<file path="config.mk">
export PLATFORM = sky130hd
export DESIGN_NAME = dma_irq_regbank
export DESIGN_NICKNAME = d
export VERILOG_FILES = /design/src/rtl/dirb_pkg.sv /design/src/rtl/dirb_reset_seq.sv /design/src/rtl/dirb_irq_group.sv /design/src/rtl/dirb_irq_combiner.sv /design/src/rtl/dma_irq_regbank.sv
export SDC_FILE = /design/constraint.sdc
export NUM_CORES = 1
export LEC_CHECK = 0
export BUFFER_PORTS_ARGS = -buffer_cell sky130_fd_sc_hd__buf_4
export CORE_MARGIN = 2
export CORE_UTILIZATION = 25
export CTS_CLUSTER_DIAMETER = 40
export CTS_CLUSTER_SIZE = 10
export DETAILED_ROUTE_END_ITERATION = 8
export MAX_ROUTING_LAYER = met4
export PLACE_DENSITY = 0.42
export SLEW_MARGIN = 25
export SYNTH_ARGS = -nofsm -noshare
export SYNTH_HDL_FRONTEND = slang
export SYNTH_SLANG_ARGS = --single-unit
</file>
<file path="constraint.sdc">
create_clock -name clk -period 2.25 [get_ports clk]
set_clock_uncertainty 0.15 [all_clocks]
set_input_delay 0.225 -clock clk [delete_from_list [all_inputs] [get_ports clk]]
set_output_delay 0.225 -clock clk [all_outputs]
set_load 0.005 [all_outputs]
</file>
<file path="src/rtl/dirb_pkg.sv">
package dirb_pkg;

    localparam logic [7:0] OFS_TX_CTRL   = 8'h04;
    localparam logic [7:0] OFS_TX_TD     = 8'h08;
    localparam logic [7:0] OFS_RX_CTRL   = 8'h14;
    localparam logic [7:0] OFS_RX_TD     = 8'h18;
    localparam logic [7:0] OFS_SRST      = 8'h1C;
    localparam logic [7:0] OFS_DMA_CTRL  = 8'h20;
    localparam logic [7:0] OFS_DMA_STAT  = 8'h24;
    localparam logic [7:0] OFS_RX_OFS    = 8'h28;
    localparam logic [7:0] OFS_TX_RAW    = 8'h80;
    localparam logic [7:0] OFS_TX_MSKD   = 8'h84;
    localparam logic [7:0] OFS_TX_MSET   = 8'h88;
    localparam logic [7:0] OFS_TX_MCLR   = 8'h8C;
    localparam logic [7:0] OFS_EOI       = 8'h94;
    localparam logic [7:0] OFS_RX_RAW    = 8'hA0;
    localparam logic [7:0] OFS_RX_MSKD   = 8'hA4;
    localparam logic [7:0] OFS_RX_MSET   = 8'hA8;
    localparam logic [7:0] OFS_RX_MCLR   = 8'hAC;
    localparam logic [7:0] OFS_HE_RAW    = 8'hB0;
    localparam logic [7:0] OFS_HE_MSKD   = 8'hB4;
    localparam logic [7:0] OFS_HE_MSET   = 8'hB8;
    localparam logic [7:0] OFS_HE_MCLR   = 8'hBC;

    localparam int unsigned ERR_CODE_W = 4;
    localparam int unsigned ERR_CHAN_W = 3;
    localparam int unsigned HE_GRP_W   = 2;

    typedef enum logic {
        RS_IDLE,
        RS_CLEAR
    } rst_state_e;

    typedef enum logic {
        IC_ARMED,
        IC_FIRED
    } irq_state_e;

    typedef struct packed {
        logic [ERR_CODE_W-1:0] code;
        logic [ERR_CHAN_W-1:0] chan;
    } err_field_t;

endpackage

</file>
<file path="src/rtl/dirb_reset_seq.sv">
module dirb_reset_seq
    import dirb_pkg::*;
#(
    parameter int unsigned CYCLES = 16
) (
    input  logic clk,
    input  logic rst_n,
    input  logic start,
    output logic busy
);
    localparam int unsigned CNT_W = $clog2(CYCLES + 1);
    localparam logic [CNT_W-1:0] LOAD = CNT_W'(CYCLES - 1);

    rst_state_e       st_q, st_d;
    logic [CNT_W-1:0] cnt_q, cnt_d;

    always_comb begin
        st_d  = st_q;
        cnt_d = cnt_q;
        unique case (st_q)
            RS_IDLE: begin
                if (start) begin
                    st_d  = RS_CLEAR;
                    cnt_d = LOAD;
                end
            end
            RS_CLEAR: begin
                if (cnt_q == '0) st_d = RS_IDLE;
                else             cnt_d = cnt_q - 1'b1;
            end
        endcase
    end

    always_ff @(posedge clk or negedge rst_n) begin
        if (!rst_n) begin
            st_q  <= RS_IDLE;
            cnt_q <= '0;
        end else begin
            st_q  <= st_d;
            cnt_q <= cnt_d;
        end
    end

    always_comb begin
        busy = (st_q == RS_CLEAR);
    end

    assert_rst_start_R7: assert property (@(posedge clk) disable iff (!rst_n)
        (start && !busy) |=> busy);
    assert_rst_end_R7: assert property (@(posedge clk) disable iff (!rst_n)
        (busy && cnt_q == '0) |=> !busy);
endmodule

</file>
<file path="src/rtl/dirb_irq_group.sv">
module dirb_irq_group #(
    parameter int unsigned W = 8
) (
    input  logic         clk,
    input  logic         rst_n,
    input  logic         clr_all,
    input  logic [W-1:0] set_pulse,
    input  logic [W-1:0] ack_pulse,
    input  logic         wr_set,
    input  logic         wr_clr,
    input  logic [W-1:0] wdata,
    output logic [W-1:0] raw,
    output logic [W-1:0] mask,
    output logic [W-1:0] masked
);
    logic [W-1:0] mask_q;

    for (genvar i = 0; i < W; i++) begin : g_bit
        logic raw_q;
        always_ff @(posedge clk or negedge rst_n) begin
            if (!rst_n)             raw_q <= 1'b0;
            else if (clr_all)       raw_q <= 1'b0;
            else if (set_pulse[i])  raw_q <= 1'b1;
            else if (ack_pulse[i])  raw_q <= 1'b0;
        end
        assign raw[i] = raw_q;
    end

    always_ff @(posedge clk or negedge rst_n) begin
        if (!rst_n)       mask_q <= '0;
        else if (clr_all) mask_q <= '0;
        else if (wr_set)  mask_q <= mask_q | wdata;
        else if (wr_clr)  mask_q <= mask_q & ~wdata;
    end

    assign mask   = mask_q;
    assign masked = raw & mask_q;

    assert_set_wins_R3: assert property (@(posedge clk) disable iff (!rst_n)
        (!clr_all && (|set_pulse)) |=> ((raw & $past(set_pulse)) == $past(set_pulse)));
    assert_mask_hold_R4: assert property (@(posedge clk) disable iff (!rst_n)
        (!clr_all && !wr_set && !wr_clr) |=> $stable(mask));
    assert_clear_R7: assert property (@(posedge clk) disable iff (!rst_n)
        clr_all |=> (raw == '0 && mask == '0));
endmodule

</file>
<file path="src/rtl/dirb_irq_combiner.sv">
module dirb_irq_combiner
    import dirb_pkg::*;
(
    input  logic clk,
    input  logic rst_n,
    input  logic clr,
    input  logic pending,
    input  logic eoi,
    output logic irq
);
    irq_state_e st_q, st_d;

    always_comb begin
        st_d = st_q;
        unique case (st_q)
            IC_ARMED: if (!clr && pending) st_d = IC_FIRED;
            IC_FIRED: if (clr || eoi)      st_d = IC_ARMED;
        endcase
    end

    always_ff @(posedge clk or negedge rst_n) begin
        if (!rst_n) st_q <= IC_ARMED;
        else        st_q <= st_d;
    end

    always_comb begin
        irq = (st_q == IC_FIRED);
    end

    assert_irq_fire_R6: assert property (@(posedge clk) disable iff (!rst_n)
        (!irq && pending && !clr) |=> irq);
    assert_irq_hold_R6: assert property (@(posedge clk) disable iff (!rst_n)
        (irq && !eoi && !clr) |=> irq);
    assert_irq_drop_R6: assert property (@(posedge clk) disable iff (!rst_n)
        (irq && (eoi || clr)) |=> !irq);
endmodule

</file>
<file path="src/rtl/dma_irq_regbank.sv">
module dma_irq_regbank
    import dirb_pkg::*;
#(
    parameter int unsigned NUM_CH     = 8,
    parameter int unsigned ADDR_W     = 8,
    parameter int unsigned DATA_W     = 32,
    parameter int unsigned RST_CYCLES = 16,
    parameter int unsigned OFS_W      = 16
) (
    input  logic                  clk,
    input  logic                  rst_n,
    input  logic [ADDR_W-1:0]     bus_addr,
    input  logic                  bus_we,
    input  logic [DATA_W-1:0]     bus_wdata,
    output logic [DATA_W-1:0]     bus_rdata,
    input  logic [NUM_CH-1:0]     tx_done_pulse,
    input  logic [NUM_CH-1:0]     tx_ack_pulse,
    input  logic [NUM_CH-1:0]     rx_done_pulse,
    input  logic [NUM_CH-1:0]     rx_ack_pulse,
    input  logic                  tx_err_valid,
    input  logic [ERR_CODE_W-1:0] tx_err_code,
    input  logic [ERR_CHAN_W-1:0] tx_err_chan,
    input  logic                  rx_err_valid,
    input  logic [ERR_CODE_W-1:0] rx_err_code,
    input  logic [ERR_CHAN_W-1:0] rx_err_chan,
    input  logic                  host_err_ack,
    input  logic                  engine_idle,
    output logic                  irq_out,
    output logic                  chan_reset,
    output logic                  tx_enable,
    output logic                  rx_enable,
    output logic                  tx_prio_fixed,
    output logic                  rx_own_flip,
    output logic                  rx_len_update,
    output logic                  copy_err_frames,
    output logic                  idle_cmd,
    output logic [OFS_W-1:0]      rx_buf_offset,
    output logic [NUM_CH-1:0]     tx_td_req,
    output logic [NUM_CH-1:0]     rx_td_req
);
    localparam int unsigned CH_W = (NUM_CH > 1) ? $clog2(NUM_CH) : 1;

    logic busy, wr_ok, srst_go, clr_all;

    function automatic logic hit(input logic [ADDR_W-1:0] a, input logic [7:0] ofs);
        return a == ADDR_W'(ofs);
    endfunction

    assign wr_ok   = bus_we && !busy;
    assign srst_go = wr_ok && hit(bus_addr, OFS_SRST) && bus_wdata[0];
    assign clr_all = srst_go || busy;

    dirb_reset_seq #(.CYCLES(RST_CYCLES)) u_rst (
        .clk   (clk),
        .rst_n (rst_n),
        .start (srst_go),
        .busy  (busy)
    );

    // interrupt groups
    logic [NUM_CH-1:0]   tx_raw, tx_mask, tx_mskd;
    logic [NUM_CH-1:0]   rx_raw, rx_mask, rx_mskd;
    logic [HE_GRP_W-1:0] he_raw, he_mask, he_mskd;

    dirb_irq_group #(.W(NUM_CH)) u_tx_grp (
        .clk       (clk),
        .rst_n     (rst_n),
        .clr_all   (clr_all),
        .set_pulse (tx_done_pulse),
        .ack_pulse (tx_ack_pulse),
        .wr_set    (wr_ok && hit(bus_addr, OFS_TX_MSET)),
        .wr_clr    (wr_ok && hit(bus_addr, OFS_TX_MCLR)),
        .wdata     (bus_wdata[NUM_CH-1:0]),
        .raw       (tx_raw),
        .mask      (tx_mask),
        .masked    (tx_mskd)
    );

    dirb_irq_group #(.W(NUM_CH)) u_rx_grp (
        .clk       (clk),
        .rst_n     (rst_n),
        .clr_all   (clr_all),
        .set_pulse (rx_done_pulse),
        .ack_pulse (rx_ack_pulse),
        .wr_set    (wr_ok && hit(bus_addr, OFS_RX_MSET)),
        .wr_clr    (wr_ok && hit(bus_addr, OFS_RX_MCLR)),
        .wdata     (bus_wdata[NUM_CH-1:0]),
        .raw       (rx_raw),
        .mask      (rx_mask),
        .masked    (rx_mskd)
    );

    // only bit 1 (host error) of the DMA-level group is live
    dirb_irq_group #(.W(HE_GRP_W)) u_he_grp (
        .clk       (clk),
        .rst_n     (rst_n),
        .clr_all   (clr_all),
        .set_pulse ({tx_err_valid || rx_err_valid, 1'b0}),
        .ack_pulse ({host_err_ack, 1'b0}),
        .wr_set    (wr_ok && hit(bus_addr, OFS_HE_MSET)),
        .wr_clr    (wr_ok && hit(bus_addr, OFS_HE_MCLR)),
        .wdata     ({bus_wdata[1], 1'b0}),
        .raw       (he_raw),
        .mask      (he_mask),
        .masked    (he_mskd)
    );

    dirb_irq_combiner u_irq (
        .clk     (clk),
        .rst_n   (rst_n),
        .clr     (clr_all),
        .pending ((|tx_mskd) || (|rx_mskd) || (|he_mskd)),
        .eoi     (wr_ok && hit(bus_addr, OFS_EOI)),
        .irq     (irq_out)
    );

    // enables, control, offset: kept across a soft reset
    logic [3:0]       ctrl_q;
    logic [OFS_W-1:0] ofs_q;
    logic             txen_q, rxen_q, idle_q;

    always_ff @(posedge clk or negedge rst_n) begin
        if (!rst_n) begin
            txen_q <= 1'b0;
            rxen_q <= 1'b0;
            ctrl_q <= '0;
            ofs_q  <= '0;
            idle_q <= 1'b0;
        end else begin
            idle_q <= wr_ok && hit(bus_addr, OFS_DMA_CTRL) && bus_wdata[3];
            if (wr_ok && hit(bus_addr, OFS_TX_CTRL))  txen_q <= bus_wdata[0];
            if (wr_ok && hit(bus_addr, OFS_RX_CTRL))  rxen_q <= bus_wdata[0];
            if (wr_ok && hit(bus_addr, OFS_DMA_CTRL))
                ctrl_q <= {bus_wdata[4], bus_wdata[2], bus_wdata[1], bus_wdata[0]};
            if (wr_ok && hit(bus_addr, OFS_RX_OFS))   ofs_q <= bus_wdata[OFS_W-1:0];
        end
    end

    // error fields: engine reports win over software writes
    err_field_t tx_err_q, rx_err_q;

    always_ff @(posedge clk or negedge rst_n) begin
        if (!rst_n) begin
            tx_err_q <= '0;
            rx_err_q <= '0;
        end else if (clr_all) begin
            tx_err_q <= '0;
            rx_err_q <= '0;
        end else begin
            if (tx_err_valid) begin
                tx_err_q <= '{code: tx_err_code, chan: tx_err_chan};
            end else if (wr_ok && hit(bus_addr, OFS_DMA_STAT)) begin
                tx_err_q <= '{code: bus_wdata[23:20], chan: bus_wdata[18:16]};
            end
            if (rx_err_valid) begin
                rx_err_q <= '{code: rx_err_code, chan: rx_err_chan};
            end else if (wr_ok && hit(bus_addr, OFS_DMA_STAT)) begin
                rx_err_q <= '{code: bus_wdata[15:12], chan: bus_wdata[10:8]};
            end
        end
    end

    // teardown requests
    logic [NUM_CH-1:0] tx_td_q, rx_td_q;

    always_ff @(posedge clk or negedge rst_n) begin
        if (!rst_n) begin
            tx_td_q <= '0;
            rx_td_q <= '0;
        end else begin
            tx_td_q <= (wr_ok && hit(bus_addr, OFS_TX_TD))
                       ? (NUM_CH'(1) << bus_wdata[CH_W-1:0]) : '0;
            rx_td_q <= (wr_ok && hit(bus_addr, OFS_RX_TD))
                       ? (NUM_CH'(1) << bus_wdata[CH_W-1:0]) : '0;
        end
    end

    // outputs
    assign chan_reset      = busy;
    assign tx_enable       = txen_q;
    assign rx_enable       = rxen_q;
    assign tx_prio_fixed   = ctrl_q[0];
    assign rx_own_flip     = ctrl_q[1];
    assign rx_len_update   = ctrl_q[2];
    assign copy_err_frames = ctrl_q[3];
    assign idle_cmd        = idle_q;
    assign rx_buf_offset   = ofs_q;
    assign tx_td_req       = tx_td_q;
    assign rx_td_req       = rx_td_q;

    // read mux
    logic [31:0] stat_word;
    assign stat_word = {engine_idle, 7'b0, tx_err_q.code, 1'b0, tx_err_q.chan,
                        rx_err_q.code, 1'b0, rx_err_q.chan, 8'b0};

    always_comb begin
        bus_rdata = '0;
        if      (hit(bus_addr, OFS_TX_CTRL))  bus_rdata = DATA_W'(txen_q);
        else if (hit(bus_addr, OFS_RX_CTRL))  bus_rdata = DATA_W'(rxen_q);
        else if (hit(bus_addr, OFS_SRST))     bus_rdata = DATA_W'(busy);
        else if (hit(bus_addr, OFS_DMA_CTRL))
            bus_rdata = DATA_W'({ctrl_q[3], 1'b0, ctrl_q[2:0]});
        else if (hit(bus_addr, OFS_DMA_STAT)) bus_rdata = DATA_W'(stat_word);
        else if (hit(bus_addr, OFS_RX_OFS))   bus_rdata = DATA_W'(ofs_q);
        else if (hit(bus_addr, OFS_TX_RAW))   bus_rdata = DATA_W'(tx_raw);
        else if (hit(bus_addr, OFS_TX_MSKD))  bus_rdata = DATA_W'(tx_mskd);
        else if (hit(bus_addr, OFS_TX_MSET) || hit(bus_addr, OFS_TX_MCLR))
            bus_rdata = DATA_W'(tx_mask);
        else if (hit(bus_addr, OFS_RX_RAW))   bus_rdata = DATA_W'(rx_raw);
        else if (hit(bus_addr, OFS_RX_MSKD))  bus_rdata = DATA_W'(rx_mskd);
        else if (hit(bus_addr, OFS_RX_MSET) || hit(bus_addr, OFS_RX_MCLR))
            bus_rdata = DATA_W'(rx_mask);
        else if (hit(bus_addr, OFS_HE_RAW))   bus_rdata = DATA_W'(he_raw);
        else if (hit(bus_addr, OFS_HE_MSKD))  bus_rdata = DATA_W'(he_mskd);
        else if (hit(bus_addr, OFS_HE_MSET) || hit(bus_addr, OFS_HE_MCLR))
            bus_rdata = DATA_W'(he_mask);
    end

    assert_td_onehot_R11: assert property (@(posedge clk) disable iff (!rst_n)
        $onehot0(tx_td_req) && $onehot0(rx_td_req));
    assert_cfg_hold_R8: assert property (@(posedge clk) disable iff (!rst_n)
        !bus_we |=> $stable({txen_q, rxen_q, ctrl_q, ofs_q}));
    assert_ignore_busy_R7: assert property (@(posedge clk) disable iff (!rst_n)
        busy |=> ($stable({txen_q, rxen_q, ctrl_q, ofs_q}) && !idle_q
                  && tx_td_q == '0 && rx_td_q == '0));
endmodule

</file>
==> impl_metrics.yaml <==
hold_path:
  min_to: "rx_buf_offset[5]"
  hold_depth: 2
  hp-start: "bus_wdata[5]"
  hp-class: "in -> reg"
setup_path:
  r2r_slack_ps: 280
  crit_slowest_cell: "dfrtp_1"
  rr_endpoint: "u_irq.irq"
  slowest_delay_ps: 420
  r2r_start: "u_tx_grp.mask[1]"
  crit_path_start_kind: "flip-flop"
  worst_path_most_repeated_cell: "o221a_2"
  cp-end-kind: "output port"
  critPathRequiredTime_ps: 1880
  cp_cell_sequence: "mux2_2 -> o221a_2 -> a21oi_1 -> o22ai_1 -> o221a_2 -> buf_4"
  arrival_ps: 1780
  cp_max_fo: 3
  critical_path_class: "reg -> out"
  r2r_cells: 5
synth:
  synth_ff_type: "dfrtp_1"
  synth.distinct_cells: 57
  synth-seq-cells: 94
  synth-adder-area-share_pct: 0.520
  ys_seq_area_share_pct: 48.9
  synth_xor_area_share_pct: 0.364
  synth_compound_area_share_pct: 14.7
  syn_avg_cell_area_um2: 9.64
  synth_top_family_by_area: "simple AND/OR/NAND/NOR gates"
  yosys.area_share.simple_pct: 20.4
  synth_mux_area_share_pct: 9.13
  synth_cells: 499
  yosys_warnings: 0
  synthesis.area_mm2: 0.00481
  async_flop_share_pct: 100
  synth_edf_count: 0
placed_design:
  globalplace.congestion: 0.870
  port_buffers: 148
  hpwl_mm: 11.9
grt:
  grt-ovfl-total: 0
  grt_pass1_wl_mm: 24.7
  grt_use_met3_pct: 4.23
  use_met1_pct: 20.6
  grt_pass1_vias: 4463
  grt_max_degree: 34
  busiest_layer: "met2"
  track_usage_pct: 16.3
  met2_usage_pct: 26.2
  grt_antenna_before_repair: 0
clock_network:
  cts_sinks: 94
  clk_pin_slew_worst_paths_ps: 70
  numCtsBuffers: 9
  clock_latency_ps: 350
  clockBufferDepth: 2
  h-tree-depth: 3
  cts_tree: "built"
  post_cts_buffers: 0
  clockRootBuffer: "clkbuf_16"
timing:
  final.setup.tns_ps: 0
  max_freq_mhz: 463
  timing.final.max_slew_violations: 0
  fin_crit_ps: 2160
  hold_viol: 0
  setup_viol: 0
  grt_setup_unrepaired: "no"
  fin_crit_sh_pct: 95.9
routing:
  drt_wl_total_mm: 15.8
  vias_per_cell: 4.75
  ant_nets: 0
  vias: 4388
  drt_first_pass_iters: 4
  drt_iter0_drc: 276
  wl_per_cell_um: 17.1
  drc: 0
pwr:
  power_leakage_nw: 3.27
  total_power_mw: 4.81
  p_per_area_mw_per_mm2: 697
  ir_worst_vdd_v: 0.000327
outcome:
  status: "complete, no violations"
final_layout:
  area_growth_pct: 43.4
  fin_nets: 779
  drive_gt1_share_pct: 31.6
  utilization_pct: 36.8
  antenna_cells: 0
floorplanning:
  core_area_mm2: 0.0188
  die_area_mm2: 0.0204
  io_pins: 166
  row_count: 50
  die_y_um: 143
  initial_core_util_pct: 25.6
  fp.dieW_um: 143
job:
  drv_cap: 0
## cell usage after synthesis (all sizes together), types with 2 or more instances
cell	n	share of area (%)
a211oi	2	0.31
a21oi	37	3.8
a221oi	3	0.55
a22o	9	1.6
a22oi	4	0.62
and2	10	1.3
and3	4	0.52
and4	2	0.36
buf	20	2.9
clkbuf	15	1.2
dfrtp	94	49
ha	2	0.52
inv	23	1.8
mux2	23	5.4
mux2i	18	3.7
nand2	62	4.9
nand2b	5	0.65
nand3	24	2.5
nor2	43	3.4
nor2b	15	2.0
nor3	13	1.6
nor4	2	0.57
nor4b	5	1.5
o21a	2	0.31
o21ai	24	2.5
o221a	2	0.47
o221ai	11	2.0
o22ai	2	0.26
o311ai	2	0.36
or4	2	0.31
xor2	2	0.36
## sequential cells by signal (all words and copies together), names as in the netlist, 4 cells and up
register / flops
rx_td_req: 8
tx_td_req: 8
u_rx_grp.mask: 8
u_tx_grp.mask: 8
ctrl_q: 4
u_rx_grp.g_bit.raw_q: 8
stat_word: 7
u_rst.cnt_q: 5
rx_buf_offset: 16
u_tx_grp.g_bit.raw_q: 8
rx_err_q: 7
## stage by stage
| step | hold WS, ps | instance area, um2 | cells | setup WS [ps] |
|---|---|---|---|---|
| floorplan | -221 | 4840 | 506 | 194 |
| global placement | 32.6 | 6320 | 881 | 212 |
| detailed placement | 35.9 | 6320 | 881 | 207 |
| CTS | 1.45 | 6900 | 923 | 58.6 |
| global route | 7.48 | 6900 | 923 | 25.1 |
| finish | 15.0 | 6900 | 923 | 91.6 |
## layout make-up
| cell class | count | area, um2 |
|---|---|---|
| clock inverter | 5 | 83.8 |
| clock buffer | 11 | 233 |
| tap | 234 | 293 |
| sequential | 94 | 2350 |
| fill | 1950 | 11900 |
| inverter | 24 | 90.1 |
| timing repair buffer | 202 | 1640 |
| multi-input combinational | 353 | 2200 |
## worst max-delay path by stage
stage / start / endpoint / cells after the start
after floorplan: u_rst.busy / u_he_grp.mask[1] / 5
after global placement: bus_addr[4] / rx_buf_offset[5] / 6
after detailed placement: bus_addr[4] / rx_buf_offset[15] / 6
after CTS: u_rx_grp.g_bit[0].raw_q / bus_rdata[0] / 6
after global routing: u_he_grp.g_bit[1].raw_q / bus_rdata[1] / 6
final: u_he_grp.g_bit[1].raw_q / bus_rdata[1] / 6
## power breakdown
part	switching (mW)	internal (mW)	total (mW)
Sequential	0.230	1.93	2.16
Combinational	0.539	0.469	1.01
Clock	0.661	0.977	1.64
Total	1.43	3.38	4.81
## cells by family after synthesis
kind of cell    Yosys count
compound gates          108
xor+xnor                  2
fa+ha+maj                 2
buf+inv                  59
flops                    94
mux                      41
other cells               1
simple gates            192
## per-layer routing
layer	wire length [um]	share of wire [%]
met1	7060	45
met2	7710	49
met3	898	5.7
met4	143	0.90
met5	0	0
## placed cells by master, fill, tap and decap left out, types with 3 or more instances in the layout
cell type and instances:
o221ai_1 11, clkbuf_16 9, and3_1 4, inv_1 23
mux2_2 15, conb_1 8, mux2i_1 18, nor2b_1 15
nor2_1 43, mux2_1 8, nor3_1 12, o21ai_0 22
dfrtp_1 93, buf_12 5, buf_4 171, a21oi_1 36
dlygate4sd3_1 26, a22oi_1 4, and2_1 10, a22o_1 9
nand2_1 61, a221oi_1 3, nand2b_1 5, nand3_1 24
## worst max-delay path: cells and delay by family (launching register included)
family / cells / cell delay [ps]
AOI/OAI and AO/OA: 4 / 590
muxes: 1 / 290
DFF: 1 / 420
buffers and inverters: 1 / 140
## timing repair
action,in CTS,in global routing
gates resized for setup,0,2
endpoints found under the setup margin,0,1
hold buffers,26,0
hold endpoints to repair,51,0
(Power assumes the default switching activity.)
